`src/rtl/irqc_pkg.sv`:
```
package irqc_pkg;

  localparam int NFLAG = 16;
  localparam int NSLOT = 16;
  localparam int IDXW  = 4;
  localparam int NDIR  = 4;

  // Flag bit positions inside the 16-bit {high,low} vector
  localparam int B_WDT = 2;
  localparam int B_WT  = 1;
  localparam int B_BIT = 0;
  localparam int S_WDG = 14;
  localparam int S_BIT = 15;

  // Qualified flags -> slot vector (slot 0 is reset, never requested here)
  function automatic logic [NSLOT-1:0] slot_pending(input logic [NFLAG-1:0] live);
    logic [NSLOT-1:0] s;
    s = '0;
    for (int k = 1; k <= 13; k++) s[k] = live[NFLAG-k];
    s[S_WDG] = live[B_WDT] | live[B_WT];
    s[S_BIT] = live[B_BIT];
    return s;
  endfunction

  // Lowest-numbered pending slot, 0 when none
  function automatic logic [IDXW-1:0] first_slot(input logic [NSLOT-1:0] s);
    logic [IDXW-1:0] r;
    r = '0;
    for (int i = NSLOT-1; i >= 1; i--) if (s[i]) r = IDXW'(i);
    return r;
  endfunction

  // Flag bit to clear when slot idx is acknowledged
  function automatic logic [NFLAG-1:0] slot_clear(input logic [IDXW-1:0] idx,
                                                   input logic [NFLAG-1:0] live);
    logic [NFLAG-1:0] c;
    c = '0;
    if (idx == IDXW'(S_WDG)) begin
      if (live[B_WDT]) c[B_WDT] = 1'b1;
      else             c[B_WT]  = 1'b1;
    end else if (idx == IDXW'(S_BIT)) begin
      c[B_BIT] = 1'b1;
    end else if (idx != '0) begin
      c[NFLAG - int'(idx)] = 1'b1;
    end
    return c;
  endfunction

endpackage

```
`src/rtl/irqc_flags.sv`:
```
module irqc_flags #(
  parameter int N = 16
) (
  input  logic         clk,
  input  logic         rst_n,
  input  logic [N-1:0] set_i,
  input  logic [N-1:0] swclr_i,
  input  logic [N-1:0] hwclr_i,
  output logic [N-1:0] flags_o
);
  for (genvar g = 0; g < N; g++) begin : g_flag
    always_ff @(posedge clk or negedge rst_n) begin
      if (!rst_n)                       flags_o[g] <= 1'b0;
      else if (set_i[g])                flags_o[g] <= 1'b1;
      else if (swclr_i[g] | hwclr_i[g]) flags_o[g] <= 1'b0;
    end
  end
endmodule

```
`src/rtl/irqc_regs.sv`:
```
module irqc_regs #(
  parameter int         DW       = 8,
  parameter int         AW       = 8,
  parameter int         NDIR     = 4,
  parameter int         MSTR_BIT = 2,
  parameter logic [7:0] A_ENH    = 8'hEA,
  parameter logic [7:0] A_ENL    = 8'hEB,
  parameter logic [7:0] A_FLH    = 8'hEC,
  parameter logic [7:0] A_FLL    = 8'hED,
  parameter logic [7:0] A_DIR    = 8'hEE,
  parameter logic [7:0] A_MST    = 8'hEF,
  localparam int        FW       = 2*DW
) (
  input  logic            clk,
  input  logic            rst_n,
  input  logic [AW-1:0]   bus_addr,
  input  logic            bus_wr,
  input  logic [DW-1:0]   bus_wdata,
  output logic [DW-1:0]   bus_rdata,
  input  logic [FW-1:0]   flags_i,
  input  logic [NDIR-1:0] dir_i,
  input  logic            ack_fire,
  output logic [FW-1:0]   en_o,
  output logic            master_o,
  output logic [FW-1:0]   flag_swclr_o,
  output logic [NDIR-1:0] dir_swclr_o
);
  logic wr_enh, wr_enl, wr_flh, wr_fll, wr_dir, wr_mst;

  assign wr_enh = bus_wr && (bus_addr == AW'(A_ENH));
  assign wr_enl = bus_wr && (bus_addr == AW'(A_ENL));
  assign wr_flh = bus_wr && (bus_addr == AW'(A_FLH));
  assign wr_fll = bus_wr && (bus_addr == AW'(A_FLL));
  assign wr_dir = bus_wr && (bus_addr == AW'(A_DIR));
  assign wr_mst = bus_wr && (bus_addr == AW'(A_MST));

  always_ff @(posedge clk or negedge rst_n) begin
    if (!rst_n) begin
      en_o <= '0;
    end else begin
      if (wr_enh) en_o[FW-1:DW] <= bus_wdata;
      if (wr_enl) en_o[DW-1:0]  <= bus_wdata;
    end
  end

  always_ff @(posedge clk or negedge rst_n) begin
    if (!rst_n)      master_o <= 1'b0;
    else if (ack_fire) master_o <= 1'b0;
    else if (wr_mst) master_o <= bus_wdata[MSTR_BIT];
  end

  always_comb begin
    flag_swclr_o = '0;
    if (wr_flh) flag_swclr_o[FW-1:DW] = ~bus_wdata;
    if (wr_fll) flag_swclr_o[DW-1:0]  = ~bus_wdata;
    dir_swclr_o = wr_dir ? ~bus_wdata[NDIR-1:0] : '0;
  end

  always_comb begin
    bus_rdata = '0;
    case (bus_addr)
      AW'(A_ENH): bus_rdata = en_o[FW-1:DW];
      AW'(A_ENL): bus_rdata = en_o[DW-1:0];
      AW'(A_FLH): bus_rdata = flags_i[FW-1:DW];
      AW'(A_FLL): bus_rdata = flags_i[DW-1:0];
      AW'(A_DIR): bus_rdata[NDIR-1:0] = dir_i;
      AW'(A_MST): bus_rdata[MSTR_BIT] = master_o;
      default:    bus_rdata = '0;
    endcase
  end
endmodule

```
`src/rtl/irqc_arb.sv`:
```
module irqc_arb
  import irqc_pkg::*;
(
  input  logic [NFLAG-1:0] flags_i,
  input  logic [NFLAG-1:0] en_i,
  input  logic             master_i,
  input  logic             ack_i,
  output logic [NSLOT-1:0] slot_vec_o,
  output logic             req_o,
  output logic [IDXW-1:0]  idx_o,
  output logic             ack_fire_o,
  output logic [NFLAG-1:0] ackclr_o
);
  logic [NFLAG-1:0] live;

  assign live       = flags_i & en_i;
  assign slot_vec_o = slot_pending(live);
  assign idx_o      = first_slot(slot_vec_o);
  assign req_o      = master_i && (slot_vec_o != '0);
  assign ack_fire_o = ack_i && req_o;
  assign ackclr_o   = ack_fire_o ? slot_clear(idx_o, live) : '0;
endmodule

```
`src/rtl/irqc_top.sv`:
```
module irqc_top
  import irqc_pkg::*;
#(
  parameter int DW = 8,
  parameter int AW = 8
) (
  input  logic          clk,
  input  logic          rst_n,
  input  logic [AW-1:0] bus_addr,
  input  logic          bus_wr,
  input  logic [DW-1:0] bus_wdata,
  output logic [DW-1:0] bus_rdata,
  input  logic [3:0]    ext_irq,
  input  logic [1:0]    uart_rx_done,
  input  logic [1:0]    uart_tx_done,
  input  logic          sio_done,
  input  logic [4:0]    tmr_ovf,
  input  logic          adc_done,
  input  logic          wdt_evt,
  input  logic          wt_evt,
  input  logic          bit_ovf,
  input  logic          cpu_ack,
  output logic          irq_req,
  output logic [3:0]    irq_idx
);
  logic [NFLAG-1:0] set_vec, flags_q, en_q, swclr, ackclr;
  logic [NDIR-1:0]  dir_set, dir_q, dir_swclr;
  logic [NSLOT-1:0] slot_vec;
  logic             master_q, ack_fire;

  // Flag vector order: high byte INT0..T0, low byte T1..BIT
  assign set_vec = {ext_irq[0], ext_irq[1], ext_irq[2], ext_irq[3],
                    uart_rx_done[0] | uart_tx_done[0],
                    uart_rx_done[1] | uart_tx_done[1],
                    sio_done, tmr_ovf[0],
                    tmr_ovf[1], tmr_ovf[2], tmr_ovf[3], tmr_ovf[4],
                    adc_done, wdt_evt, wt_evt, bit_ovf};
  assign dir_set = {uart_tx_done[1], uart_rx_done[1], uart_tx_done[0], uart_rx_done[0]};

  irqc_flags #(.N(NFLAG)) u_flags (
    .clk(clk), .rst_n(rst_n), .set_i(set_vec), .swclr_i(swclr),
    .hwclr_i(ackclr), .flags_o(flags_q));

  irqc_flags #(.N(NDIR)) u_dir (
    .clk(clk), .rst_n(rst_n), .set_i(dir_set), .swclr_i(dir_swclr),
    .hwclr_i('0), .flags_o(dir_q));

  irqc_regs #(.DW(DW), .AW(AW), .NDIR(NDIR)) u_regs (
    .clk(clk), .rst_n(rst_n), .bus_addr(bus_addr), .bus_wr(bus_wr),
    .bus_wdata(bus_wdata), .bus_rdata(bus_rdata), .flags_i(flags_q),
    .dir_i(dir_q), .ack_fire(ack_fire), .en_o(en_q), .master_o(master_q),
    .flag_swclr_o(swclr), .dir_swclr_o(dir_swclr));

  irqc_arb u_arb (
    .flags_i(flags_q), .en_i(en_q), .master_i(master_q), .ack_i(cpu_ack),
    .slot_vec_o(slot_vec), .req_o(irq_req), .idx_o(irq_idx),
    .ack_fire_o(ack_fire), .ackclr_o(ackclr));
endmodule

```
`config.mk`:
```
export PLATFORM = sky130hd
export DESIGN_NAME = irqc_top
export DESIGN_NICKNAME = d
export VERILOG_FILES = /design/src/rtl/irqc_pkg.sv /design/src/rtl/irqc_flags.sv /design/src/rtl/irqc_regs.sv /design/src/rtl/irqc_arb.sv /design/src/rtl/irqc_top.sv
export SDC_FILE = /design/constraint.sdc
export NUM_CORES = 1
export LEC_CHECK = 0
export BUFFER_PORTS_ARGS = -buffer_cell sky130_fd_sc_hd__buf_2
export CORE_ASPECT_RATIO = 2
export CORE_UTILIZATION = 30
export CTS_CLUSTER_SIZE = 12
export DETAILED_ROUTE_END_ITERATION = 16
export PLACE_DENSITY_LB_ADDON = 0.2
export SLEW_MARGIN = 20
export SYNTH_ARGS = -nofsm -noshare
export SYNTH_HDL_FRONTEND = slang
export SYNTH_SLANG_ARGS = --single-unit
```
`constraint.sdc`:
```
create_clock -name clk -period 1.9 [get_ports clk]
set_clock_uncertainty 0.1 [all_clocks]
set_input_delay 0.19 -clock clk [delete_from_list [all_inputs] [get_ports clk]]
set_output_delay 0.19 -clock clk [all_outputs]
set_load 0.02 [all_outputs]
```
# ---- Yosys cells after proc, flatten, opt, wreduce, memory -nomap -nowiden
# Index checks and enable logic that the tools add are counted.
dict set report totals {
  ff_bits 37
  output_inout_bits 13
  elab_cells 163
}
dict set report op_classes {
  add_sub_neg 1
  magnitude_cmp 2
  eq_ne 8
  mux 75
  n_bitwise 22
  reduce_logical 32
}
# op n
set op_table {}
lappend op_table {{$mux W4} 16}
lappend op_table {{$eq A8 B8 Y1 const B} 6}
lappend op_table {{$mux W1} 47}
lappend op_table {{$reduce_bool A2 Y1} 21}
lappend op_table {{$ge A32 B1 Y1 const B} 1}
lappend op_table {{$lt A32 B6 Y1 const B} 1}
lappend op_table {{$mux W16} 2}
lappend op_table {{$or A1 B1 Y1} 19}
lappend op_table {{$and A16 B16 Y16} 1}
lappend op_table {{$mux W8} 2}
lappend op_table {{$pmux W4 S4} 1}
lappend op_table {{$reduce_bool A16 Y1} 1}
lappend op_table {{$mux W15} 1}
lappend op_table {{$mux W13} 1}
lappend op_table {{$pmux W2 S5} 1}
lappend op_table {{$logic_and A1 B1 Y1} 9}
lappend op_table {{$eq A4 B4 Y1 const B} 2}
lappend op_table {{$not A8 Y8} 1}
lappend op_table {{$pmux W1 S6} 1}
lappend op_table {{$sub A5 B4 Y6 const A} 1}
lappend op_table {{$pmux W1 S5} 1}
lappend op_table {{$demux W1 S4} 1}
lappend op_table {{$not A4 Y4} 1}
lappend op_table {{$reduce_bool A4 Y1} 1}
lappend op_table {{$mux W2} 1}

# ---- Logic depth before layout (Yosys ltp)
dict set report depth {
  word_depth 28
  ltp_mapped 7
  depth_no_buf 6
}

# ---- Hierarchy
# Synthesis repeated with hierarchy kept, for this count alone.
dict set report hier_totals {
  hier_cells 263
  hier_area_um2 2401.1
}
# module n_inst cells_per_inst area_each_um2 seq_area_each_um2
set modules_own_cells {}
lappend modules_own_cells {irqc_regs 1 113 1164.9 425.4}
lappend modules_own_cells {{irqc_flags at u_flags} 1 48 580.6 400.4}
lappend modules_own_cells {irqc_arb 1 87 494.2 0.0}
lappend modules_own_cells {{irqc_flags at u_dir} 1 12 145.1 100.1}
lappend modules_own_cells {irqc_top 1 3 16.3 0.0}

# ---- Worst setup path before layout
# Ideal clock, no wire load.
dict set report synth_path {
  path_kind {reg-to-reg}
  from {register u_regs.en_o[8]}
  to {register u_flags.flags_o[1]}
  arrival_time_ps 1796
  setup_slack_ps -120
  path_stages_with_launch 7
  path_buffers 0
  period_less_slack_ps 2020
  path_cell_list {dfrtp_1 -> a22o_1 -> a211o_1 -> or4_4 -> a21oi_2 -> a31oi_1 -> or2_1}
}
dict set report synth_between {
  elab_chain_cells 20
  elab_cells_between_ends 27
}
# item line_no
set synth_rtl {}
lappend synth_rtl {{from (decl)} irqc_regs.sv:23} ;# output logic [FW-1:0] en_o,
lappend synth_rtl {{from (signal, indexed assignment)} irqc_regs.sv:41} ;# if (wr_enh) en_o[FW-1:DW] <= bus_wdata;
lappend synth_rtl {{from (signal, indexed assignment)} irqc_regs.sv:42} ;# if (wr_enl) en_o[DW-1:0] <= bus_wdata;
lappend synth_rtl {{$and A16 B16 Y16 *} irqc_arb.sv:16} ;# assign live = flags_i & en_i;
lappend synth_rtl {{$mux W4 (8 in series)} irqc_pkg.sv:29} ;# for (int i = NSLOT-1; i >= 1; i--) if (s[i]) r = IDXW'(i);
lappend synth_rtl {{$sub A5 B4 Y6} irqc_pkg.sv:44} ;# c[NFLAG - int'(idx)] = 1'b1;
lappend synth_rtl {{$ge A32 B1 Y1 (implied by the code) / $lt A32 B6 Y1 (equally long branches)} irqc_pkg.sv:44}
lappend synth_rtl {{$logic_and A1 B1 Y1 (implied by the code)} irqc_pkg.sv:44}
lappend synth_rtl {{$mux W1 (implied by the code)} irqc_pkg.sv:44}
lappend synth_rtl {{$demux W1 S4} -}
lappend synth_rtl {{$mux W16} irqc_pkg.sv:43} ;# end else if (idx != '0) begin
lappend synth_rtl {{$mux W15} irqc_pkg.sv:41} ;# end else if (idx == IDXW'(S_BIT)) begin
lappend synth_rtl {{$mux W2} irqc_pkg.sv:38} ;# if (idx == IDXW'(S_WDG)) begin
lappend synth_rtl {{$mux W16 *} irqc_arb.sv:21} ;# assign ackclr_o = ack_fire_o ? slot_clear(idx_o, live) : '0;
lappend synth_rtl {{$or A1 B1 Y1 *} irqc_flags.sv:15} ;# else if (swclr_i[g] | hwclr_i[g]) flags_o[g] <= 1'b0;
lappend synth_rtl {{$reduce_bool A2 Y1 (no line) *} -}
lappend synth_rtl {{to (signal, indexed assignment)} irqc_flags.sv:13} ;# if (!rst_n) flags_o[g] <= 1'b0;
lappend synth_rtl {{to (signal, indexed assignment)} irqc_flags.sv:14} ;# else if (set_i[g]) flags_o[g] <= 1'b1;
lappend synth_rtl {{to (signal, indexed assignment)} irqc_flags.sv:15}
lappend synth_rtl {{to (decl)} irqc_flags.sv:9} ;# output logic [N-1:0] flags_o
# Mark *: on every way between the ends. The rest lies on a longest branch, timed or not.
# A chain may end at the register's enable or synchronous reset.

# ---- Final worst setup path
dict set report layout_path {
  from {register u_flags.flags_o[7]}
  to {register u_flags.flags_o[1]}
}
dict set report layout_between {
  elab_chain_cells 21
  elab_cells_between_ends 28
}
# item line_no
set layout_rtl {}
lappend layout_rtl {{$and A16 B16 Y16 *} irqc_arb.sv:16}
lappend layout_rtl {{$mux W4 (9 in series)} irqc_pkg.sv:29}
lappend layout_rtl {{$sub A5 B4 Y6} irqc_pkg.sv:44}
lappend layout_rtl {{$ge A32 B1 Y1 (implied by the code) / $lt A32 B6 Y1 (equally long branches)} irqc_pkg.sv:44}
lappend layout_rtl {{$logic_and A1 B1 Y1 (implied by the code)} irqc_pkg.sv:44}
lappend layout_rtl {{$mux W1 (implied by the code)} irqc_pkg.sv:44}
lappend layout_rtl {{$demux W1 S4} -}
lappend layout_rtl {{$mux W16} irqc_pkg.sv:43}
lappend layout_rtl {{$mux W15} irqc_pkg.sv:41}
lappend layout_rtl {{$mux W2} irqc_pkg.sv:38}
lappend layout_rtl {{$mux W16 *} irqc_arb.sv:21}
lappend layout_rtl {{$or A1 B1 Y1 *} irqc_flags.sv:15}
lappend layout_rtl {{$reduce_bool A2 Y1 (no line) *} -}
# Marks and branches as above.

==> impl_metrics.json <==
{
  "status": "finished with violations",
  "violations": "negative setup slack",
  "wl_um": 8470,
  "grt_pass1_wl_um": 12900,
  "portBuffers": 50,
  "synth_top_family_by_area": "compound AO/OA/AOI/OAI gates",
  "fp.dieH_um": 122,
  "cp.arrival_ps": 2230,
  "ys_ff_latch": 37,
  "synth_compound_gate_area_share_pct": 24.2,
  "nFillCells": 659,
  "required_ps": 1970,
  "rows": 43,
  "post-route-min-period_ps": 2160,
  "antenna_left": 0,
  "use_met1_pct": 24.5,
  "rsz0062_at_grt": "true",
  "grt_pass1_vias": 2486,
  "grtUsageTotal_pct": 24.4,
  "ios": 51,
  "vdd_drop_max_mv": 0.366,
  "diodes": 0,
  "slew_viol_final": 0,
  "cts_tree": "built",
  "yosysWarnings": 0,
  "syn_area_mm2": 0.00217,
  "netlist_instances": 217,
  "grt_max_degree": 20,
  "ys_types": 49,
  "worst_pin_slew_ps": 486,
  "path_clk_slew_ps": 60,
  "core-area_mm2": 0.00694,
  "yosysSeqAreaShare_pct": 42.7,
  "antenna_found_initial": 0,
  "slew_headroom_pct": 67.6,
  "max_freq_mhz": 463,
  "p_leak_nw": 1.59,
  "post_drt_wl_per_cell_um": 19.1,
  "yosys.area_share.simple_pct": 19.3,
  "worst_slack_ps": -258,
  "synth_fa_ha_area_share_pct": 0,
  "synth_edf_count": 0,
  "cts-root-buf": "clkbuf_16",
  "grt-busiest-layer": "met2",
  "viasPerCell": 5.41,
  "drive_above_1_share_pct": 51.4,
  "synth.avg_cell_area_um2": 9.98,
  "maxCapViolations": 0,
  "clock_latency_ps": 290,
  "hold_viol": 0,
  "use_met2_pct": 45.2,
  "routed-via-count": 2401,
  "htreeDepth": 2,
  "dr.first_iter.drc_count": 120,
  "setup_viol": 17,
  "end_kind": "flip-flop",
  "fin_crit_sh_pct": 114,
  "gr-usage-met3_pct": 3.08,
  "die_w_um": 62.1,
  "path_class": "reg2reg",
  "gp_congestion": 0.914,
  "nNetsFinal": 391,
  "p_per_area_mw_per_mm2": 699,
  "cts_buffer_depth": 2,
  "min_path_type": "in2reg",
  "synth-xor-area-share_pct": 0,
  "final_common_cell": "buf_4",
  "fin_area_mm2": 0.00359,
  "start_util_pct": 31.2,
  "ys.flop_type": "dfrtp_1",
  "synthToLayoutAreaGrowth_pct": 65.9,
  "crit_path_max_fanout": 4,
  "dieArea_mm2": 0.00758,
  "clkSinkCount": 37,
  "synth_fp_nets": 255,
  "cp-start-kind": "flip-flop",
  "cts_buffers": 5,
  "finalSetupTns_ps": -2360,
  "synth_mux_area_share_pct": 11.7,
  "drt_first_pass_iters": 4,
  "dpl_cell_area_mm2": 0.00302,
  "drc": 0,
  "grt-ovfl-total": 0,
  "synthArstFlopShare_pct": 100,
  "mostFrequentLayoutCells": "buf_4, buf_2, dfrtp_1",
  "dpl.hpwl_um": 6630
}
area by class of cell:
type                       instances  area (um^2)  share of cell area, %
inverter                           5         18.8                  0.522
multi-input combinational        169         1360                   38.0
tap                               90          113                   3.13
timing repair buffer             135          995                   27.7
sequential                        37          926                   25.8
clock inverter                     2         37.5                   1.04
clock buffer                       6          139                   3.87
metal layers:
layer	part of all wire, %	routed length (um)
met2	57	4860
met4	4.5	380
met5	0	0
met1	35	2970
met3	3.0	250
worst paths after layout:
| kind | start | end | slack (ps) | cells after the start |
|---|---|---|---|---|
| min in group asynchronous | rst_n | u_regs.en_o[11]$_DFFE_PN0P_ | 310 | 2 |
| min reg2reg | u_dir.flags_o[3]$_DFFE_PN0P_ | u_dir.flags_o[3]$_DFFE_PN0P_ | 430 | 2 |
| min | wt_evt | u_flags.flags_o[1]$_DFFE_PN0P_ | 0.09 | 2 |
| max in group asynchronous | rst_n | u_flags.flags_o[9]$_DFFE_PN0P_ | 910 | 3 |
| max | u_flags.flags_o[7]$_DFFE_PN0P_ | u_flags.flags_o[1]$_DFFE_PN0P_ | -260 | 6 |
| max reg2reg | u_flags.flags_o[7]$_DFFE_PN0P_ | u_flags.flags_o[1]$_DFFE_PN0P_ | -260 | 6 |
critical path, cell delays in order, from the launching register on:
cell and delay, ps:
dfrtp_1 440, a22o_1 250, a211o_1 300, or4_4 530, a21oi_2 130, a31oi_1 90
or2_1 210
metrics by stage:
step	util [%]	setup WS, ps	hold WS, ps	cells	total power, mW
final	51.8	-258	0.0851	444	2.51
after global routing	51.8	-328	7.32	444	2.61
after CTS	49.9	-237	0.314	438	2.46
after detailed placement	43.5	-224	81.2	416	1.35
after global placement	43.5	-206	71.6	416	1.34
after floorplan	-	-119	-206	217	1.06
logic make-up after synthesis:
| group | count (synthesis) |
|---|---|
| compound gates | 72 |
| buf+inv | 11 |
| flops | 37 |
| mux | 22 |
| simple gates | 75 |
synth_stat cells, types with 2 or more instances:
cell,number,share of area [%]
o211ai_1,2,0.69
o221ai_1,3,1.2
a221o_1,8,3.7
mux2_2,16,8.3
a32oi_1,3,1.2
nand2_1,19,3.3
clkbuf_1,3,0.52
a222oi_1,2,0.92
o21bai_1,4,1.4
o21ai_0,20,4.6
a21oi_1,4,0.92
mux2i_1,5,2.3
a22o_1,3,1.2
and3_1,2,0.58
nand2b_1,10,2.9
a31oi_1,6,1.7
nand3_1,4,0.92
dfrtp_1,37,43
buf_2,3,0.69
nor2b_1,4,1.2
nand4_1,3,0.87
inv_1,5,0.87
nor2_1,7,1.2
o21ai_1,2,0.46
or2_1,5,1.4
a22oi_1,7,2.4
nor3_1,8,1.8
power breakdown:
part           leakage (nW)  internal (mW)  switching, mW
combinational          1.10          0.357          0.334
clock                0.0831          0.655          0.341
sequential            0.410          0.807         0.0186
sequential cells by signal (all words and copies together) (netlist names):
| register | flops |
|---|---|
| u_regs.en_o | 16 |
| u_dir.flags_o | 4 |
| u_flags.flags_o | 16 |
| u_regs.master_o | 1 |
what timing repair did:
action	CTS	global route
pin swaps	13	11
endpoints found under the setup margin	28	25
hold endpoints to repair	25	0
hold buffers	8	0
gates resized for setup	35	14
buffers inserted	6	7
No activity file was read; power rests on OpenSTA's default activity.
